===== config.mk =====
export PLATFORM = sky130hd
export DESIGN_NAME = write_enable_latch
export DESIGN_NICKNAME = d
export VERILOG_FILES = /design/src/rtl/wel_pkg.sv /design/src/rtl/wel_decode.sv /design/src/rtl/wel_state.sv /design/src/rtl/wel_gate.sv /design/src/rtl/write_enable_latch.sv
export SDC_FILE = /design/constraint.sdc
export NUM_CORES = 1
export LEC_CHECK = 0
export BUFFER_PORTS_ARGS = -buffer_cell sky130_fd_sc_hd__buf_2
export CAP_MARGIN = 20
export CORE_AREA = 2 2 39 41
export DETAILED_ROUTE_END_ITERATION = 8
export DIE_AREA = 0 0 41 43
export GPL_TIMING_DRIVEN = 1
export PLACE_DENSITY = 0.46
export SLEW_MARGIN = 20
export SYNTH_ARGS = -nofsm -noshare
export SYNTH_HDL_FRONTEND = slang
export SYNTH_SLANG_ARGS = --single-unit

===== constraint.sdc =====
create_clock -name clk -period 1.6 [get_ports clk]
set_clock_uncertainty 0.2 [all_clocks]
set_input_delay 0 -clock clk [delete_from_list [all_inputs] [get_ports clk]]
set_output_delay 0 -clock clk [all_outputs]
set_load 0.02 [all_outputs]

===== src/rtl/wel_pkg.sv =====
package wel_pkg;

    typedef struct packed {
        logic en;
    } wel_state_t;

    typedef struct packed {
        logic hit;
        logic set_code;
        logic clr_code;
    } wel_match_t;

endpackage


===== src/rtl/wel_decode.sv =====
module wel_decode #(
    parameter int ADDR_W = 8,
    parameter int DATA_W = 8,
    parameter logic [ADDR_W-1:0] LATCH_ADDR = 8'h86,
    parameter logic [DATA_W-1:0] SET_CODE   = 8'h80,
    parameter logic [DATA_W-1:0] CLR_CODE   = 8'h00
) (
    input  logic [ADDR_W-1:0] addr,
    input  logic [DATA_W-1:0] data,
    output wel_pkg::wel_match_t match
);
    always_comb begin
        match          = '0;
        match.hit      = (addr == LATCH_ADDR);
        match.set_code = (data == SET_CODE);
        match.clr_code = (data == CLR_CODE);
    end
endmodule


===== src/rtl/wel_state.sv =====
module wel_state (
    input  logic clk,
    input  logic rst_n,
    input  logic stb,
    input  wel_pkg::wel_match_t match,
    output logic en_q
);
    wel_pkg::wel_state_t st_d, st_q;

    always_comb begin
        st_d = st_q;
        if (stb && match.hit) begin
            if (match.set_code)
                st_d.en = 1'b1;
            else if (match.clr_code)
                st_d.en = 1'b0;
        end
    end

    always_ff @(posedge clk or negedge rst_n) begin
        if (!rst_n)
            st_q <= '0;
        else
            st_q <= st_d;
    end

    assign en_q = st_q.en;

    // set code to the latch register sets it
    a_r2_set_latch: assert property (@(posedge clk) disable iff (!rst_n)
        stb && match.hit && match.set_code |=> en_q);

    // clear code to the latch register clears it
    a_r3_clear_latch: assert property (@(posedge clk) disable iff (!rst_n)
        stb && match.hit && match.clr_code |=> !en_q);

    // other codes leave it unchanged
    a_r4_other_code_hold: assert property (@(posedge clk) disable iff (!rst_n)
        stb && match.hit && !match.set_code && !match.clr_code |=> $stable(en_q));

    // writes elsewhere never move the latch
    a_r7_other_addr_hold: assert property (@(posedge clk) disable iff (!rst_n)
        stb && !match.hit |=> $stable(en_q));

    // no strobe, no change
    a_r9_idle_hold: assert property (@(posedge clk) disable iff (!rst_n)
        !stb |=> $stable(en_q));
endmodule


===== src/rtl/wel_gate.sv =====
module wel_gate #(
    parameter int DATA_W = 8,
    parameter int EN_BIT = 7
) (
    input  logic clk,
    input  logic rst_n,
    input  logic stb,
    input  wel_pkg::wel_match_t match,
    input  logic en,
    output logic permit,
    output logic ack,
    output logic [DATA_W-1:0] rd_data
);
    always_comb begin
        permit = stb && !match.hit && en;
        ack    = stb && (match.hit || en);
    end

    for (genvar i = 0; i < DATA_W; i++) begin : g_rd
        if (i == EN_BIT) begin : g_en
            assign rd_data[i] = en;
        end else begin : g_zero
            assign rd_data[i] = 1'b0;
        end
    end

    // latch register writes acknowledged, never forwarded
    a_r5_self_write: assert property (@(posedge clk) disable iff (!rst_n)
        stb && match.hit |-> ack && !permit);

    // latch clear blocks and withholds ack elsewhere
    a_r6_blocked: assert property (@(posedge clk) disable iff (!rst_n)
        stb && !match.hit && !en |-> !permit && !ack);

    // nothing without a strobe
    a_r9_idle_quiet: assert property (@(posedge clk) disable iff (!rst_n)
        !stb |-> !permit && !ack);

    // at most the enable bit is ever set
    a_r8_readback_shape: assert property (@(posedge clk) disable iff (!rst_n)
        $countones(rd_data) <= 1);
endmodule


===== src/rtl/write_enable_latch.sv =====
module write_enable_latch #(
    parameter int ADDR_W = 8,
    parameter int DATA_W = 8,
    parameter int EN_BIT = 7,
    parameter logic [ADDR_W-1:0] LATCH_ADDR = 8'h86,
    parameter logic [DATA_W-1:0] SET_CODE   = 8'h80,
    parameter logic [DATA_W-1:0] CLR_CODE   = 8'h00
) (
    input  logic              clk,
    input  logic              rst_n,
    input  logic              wr_stb,
    input  logic [ADDR_W-1:0] wr_addr,
    input  logic [DATA_W-1:0] wr_data,
    output logic              wr_permit,
    output logic              ack,
    output logic [DATA_W-1:0] rd_data
);
    wel_pkg::wel_match_t match;
    logic en_q;

    wel_decode #(
        .ADDR_W(ADDR_W), .DATA_W(DATA_W),
        .LATCH_ADDR(LATCH_ADDR), .SET_CODE(SET_CODE), .CLR_CODE(CLR_CODE)
    ) u_decode (
        .addr (wr_addr),
        .data (wr_data),
        .match(match)
    );

    wel_state u_state (
        .clk  (clk),
        .rst_n(rst_n),
        .stb  (wr_stb),
        .match(match),
        .en_q (en_q)
    );

    wel_gate #(.DATA_W(DATA_W), .EN_BIT(EN_BIT)) u_gate (
        .clk    (clk),
        .rst_n  (rst_n),
        .stb    (wr_stb),
        .match  (match),
        .en     (en_q),
        .permit (wr_permit),
        .ack    (ack),
        .rd_data(rd_data)
    );

    // reset leaves the latch clear
    a_r1_reset_clear: assert property (@(posedge clk)
        !rst_n |-> rd_data == '0);
endmodule


== After elaboration in Yosys (flattened, before gate mapping) ==
Cells that the tools add are included.

* Reduce and logical (&&, ||, !) cells: 9
* Eq/ne operators: 2
* Muxes and demuxes: 2

{| class="wikitable"
|+ Operator list
! cell !! count
|-
| equality test 8 bit (second input constant) || 2
|-
| logical NOT 8 bit || 1
|-
| logical AND 1 bit || 4
|-
| two-way mux 1 bit || 2
|-
| AND reduction 2 bit || 1
|-
| nonzero test 2 bit || 1
|-
| logical NOT 1 bit || 1
|-
| logical OR 1 bit || 1
|}

* Flip-flop bits (word level): 1
* Output and inout bits: 10
* Input port bits: 19
* Logic and storage cells: 14

== Longest topological paths before layout ==
* Depth in word-level cells: 4
* Mapped depth: 3
* Depth with buffers taken out: 3

== Hierarchy ==
Synthesis repeated with hierarchy kept, for this count alone.

* Cells, all modules: 22
* Area total of the unflattened synthesis: 181.4 um^2

{| class="wikitable"
|+ Modules (own cells, without submodules)
! module !! instances !! cells each !! area an instance (um^2) !! sequential area each (um^2)
|-
| wel_gate || 1 || 11 || 80.1 || 0.0
|-
| wel_decode || 1 || 8 || 61.3 || 0.0
|-
| wel_state || 1 || 3 || 40.0 || 25.0
|}

== Least setup slack after synthesis ==
Ideal clock, no wire load.

* Path type: input port to flip-flop
* From: input wr_addr[5]
* To: register u_state.st_q (netlist: u_state.en_q)
* Path buffers: 0
* Slack: 0.565 ns
* Required time: 1.273 ns
* Library setup time: 0.127 ns
* Data arrival time: 0.708 ns
* Stages on the path: 3
* Path through: nor4b_4 > nand4_1 > mux2_1

* Word-level cells in the longest chain between the ends: 3

{| class="wikitable"
|+ Ends and longest elaborated chain
! what !! RTL line !! RTL
|-
| start, declared || write_enable_latch.sv:12 || <nowiki>input logic [ADDR_W-1:0] wr_addr,</nowiki>
|-
| equality test 8 bit || wel_decode.sv:14 || <nowiki>match.hit = (addr == LATCH_ADDR);</nowiki>
|-
| logical AND 1 bit || wel_state.sv:12 || <nowiki>if (stb && match.hit) begin</nowiki>
|-
| AND reduction 2 bit (no line) || - ||
|-
| end signal, assigned || wel_state.sv:24 || <nowiki>st_q <= st_d;</nowiki>
|-
| end, declared || wel_state.sv:8 || <nowiki>wel_pkg::wel_state_t st_d, st_q;</nowiki>
|}

No other way between the ends.
A chain may end at the register's enable or synchronous reset.

== Worst setup path after layout ==
Ends and elaborated chain as after synthesis.

==> results.txt <==
Synthesized area: 178 um^2
Initial antenna violation count: 0
Clock-pin slew on the worst setup and hold paths: 0 ns
Placer congestion estimate: 0.567
Die footprint: 1760 um^2
Register area share after synthesis: 0.141
Final Max Slew Viols: 0
Worst skew pair latency: 0 ns
Leakage: 0.000153 uW
VDD IR max: 0.128 mV
Detailed Route WL: 389 um
Critical path type: in2reg
Ratio of cells with drive above 1 in the final layout: 0.575
Final hold violation count: 0
Worst min path class: in2reg
Die Wd: 41 um
Outcome: finished clean
YS warnings: 0
Endpoint class of the critical path: flop
Initial DRC Count: 0
Maximum number of pins on one net before global-route repair: 5
Core Util, Final: 0.199
Gr ovfl total: 0
Final Power: 71.3 uW
Minimum clock period: 1.21 ns
Startpoint Class: primary input
DR vias/cell: 3.39
RSZ-0062 raised after global routing: no
Drt first pass iters: 1
Critical path peak fanout: 3
Max Freq: 0.828 GHz
Area Growth Syn to Fin: 54.9%
Vias in the first global route: 134
Setup Buffers After CTS: 0
Post-synth cell types: 12
Pre-CTS setup slack: 0.362 ns
Hold slack: 0.0166 ns
Core box area: 1380 um^2
Setup TNS: 0 ns
Quantity of gates resized following cts: 0
Mapped Cells: 20
Max FFs per register: 1
Mean post-synth cell area: 8.88 um^2
Drt wl/cell: 6.95 um
Die height: 43 um
Post-route ant nets: 0
Power density cells: 259 nW/um^2
Synth Register Bits: 1
Nets@finish: 61
# diodes: 0
Drt drc: 0
Critical Path RT: 1.27 ns
R2R setup slack: 0.59 ns
Max-cap violations: 0
Final setup fails: 0
Row count: 14
First-pass GRT wire length: 469 um
Port bufs: 21
Initial Util: 0.128
Global Route Usage Sum: 0.0350
Final Cycle Share: 0.755
Via count: 190
# IOs: 29
Hpwl dp: 382 um
Post-route worst setup slack: 0.392 ns
Worst Path Arrival: 0.88 ns
[final timing paths]
path                                 to         start  cells after the start
max                        u_state.en_q    wr_addr[5]                      4
min                        u_state.en_q    wr_data[7]                      2
max reg2reg                u_state.en_q  u_state.en_q                      1
min reg2reg                u_state.en_q  u_state.en_q                      1
max in group asynchronous  u_state.en_q         rst_n                      2
min in group asynchronous  u_state.en_q         rst_n                      2
[stage by stage]
stage,cells,area [um^2]
final,56,275
after global placement,55,265
after detailed placement,55,265
after CTS,56,275
after floorplan,26,200
after global routing,56,275
[what timing repair did]
item | 4_1_cts | 5_1_grt
hold buffers | 1 | 0
hold endpoints to repair | 1 | 0
setup endpoints to repair | 0 | 0
[placed cells by master, fill, tap and decap left out, drive strengths merged]
cell type / Yosys / layout
a21oi: 2 / 2
nand2: 1 / 1
nor4: 1 / 1
nor2b: 1 / 1
and4bb: 1 / 1
nand4: 1 / 1
conb: 1 / 7
dfrtp: 1 / 1
buf: 8 / 21
nor4b: 2 / 2
mux2: 1 / 1
dlygate4sd3: 0 / 1
[synth_stat cells]
cell type  count  share of area
buf_4          8           0.34
nor4b_4        1           0.13
conb_1         1          0.021
a21oi_1        2          0.056
nand2_1        1          0.021
nor4_1         1          0.035
and4bb_2       1          0.070
dfrtp_1        1           0.14
mux2_1         1          0.063
nor4b_1        1          0.049
nand4_1        1          0.035
nor2b_1        1          0.035
[critical path: stages]
cell and delay [ns]:
buf_2 0.11, nor4b_4 0.30, nand4_1 0.14, mux2_1 0.33
[area by class of cell]
| class | count | area, um^2 |
|---|---|---|
| timing repair buffer | 22 | 115 |
| multi-input combinational | 17 | 115 |
| sequential | 1 | 25.0 |
| tap | 16 | 20.0 |
| fill | 166 | 1110 |
[routing by layer]
metal / track usage / share of wire
met1: 0.0350 / 0.36
met2: 0.0719 / 0.47
met3: 0.00524 / 0.16
met4: 0 / 0
met5: 0 / 0
[power by group]
group / switching (uW) / total [uW] / internal (uW)
logic: 24.1 / 45.5 / 21.4
registers: 0.0174 / 25.8 / 25.8
clock network: 0 / 0 / 0
total: 24.1 / 71.3 / 47.1
[cells by family after synthesis]
group	share of synthesized area
buf+inv	0.338
simple gates	0.380
compound gates	0.0563
mux	0.0634
flops	0.141
other cells	0.0211
(Power assumes the default switching activity.)
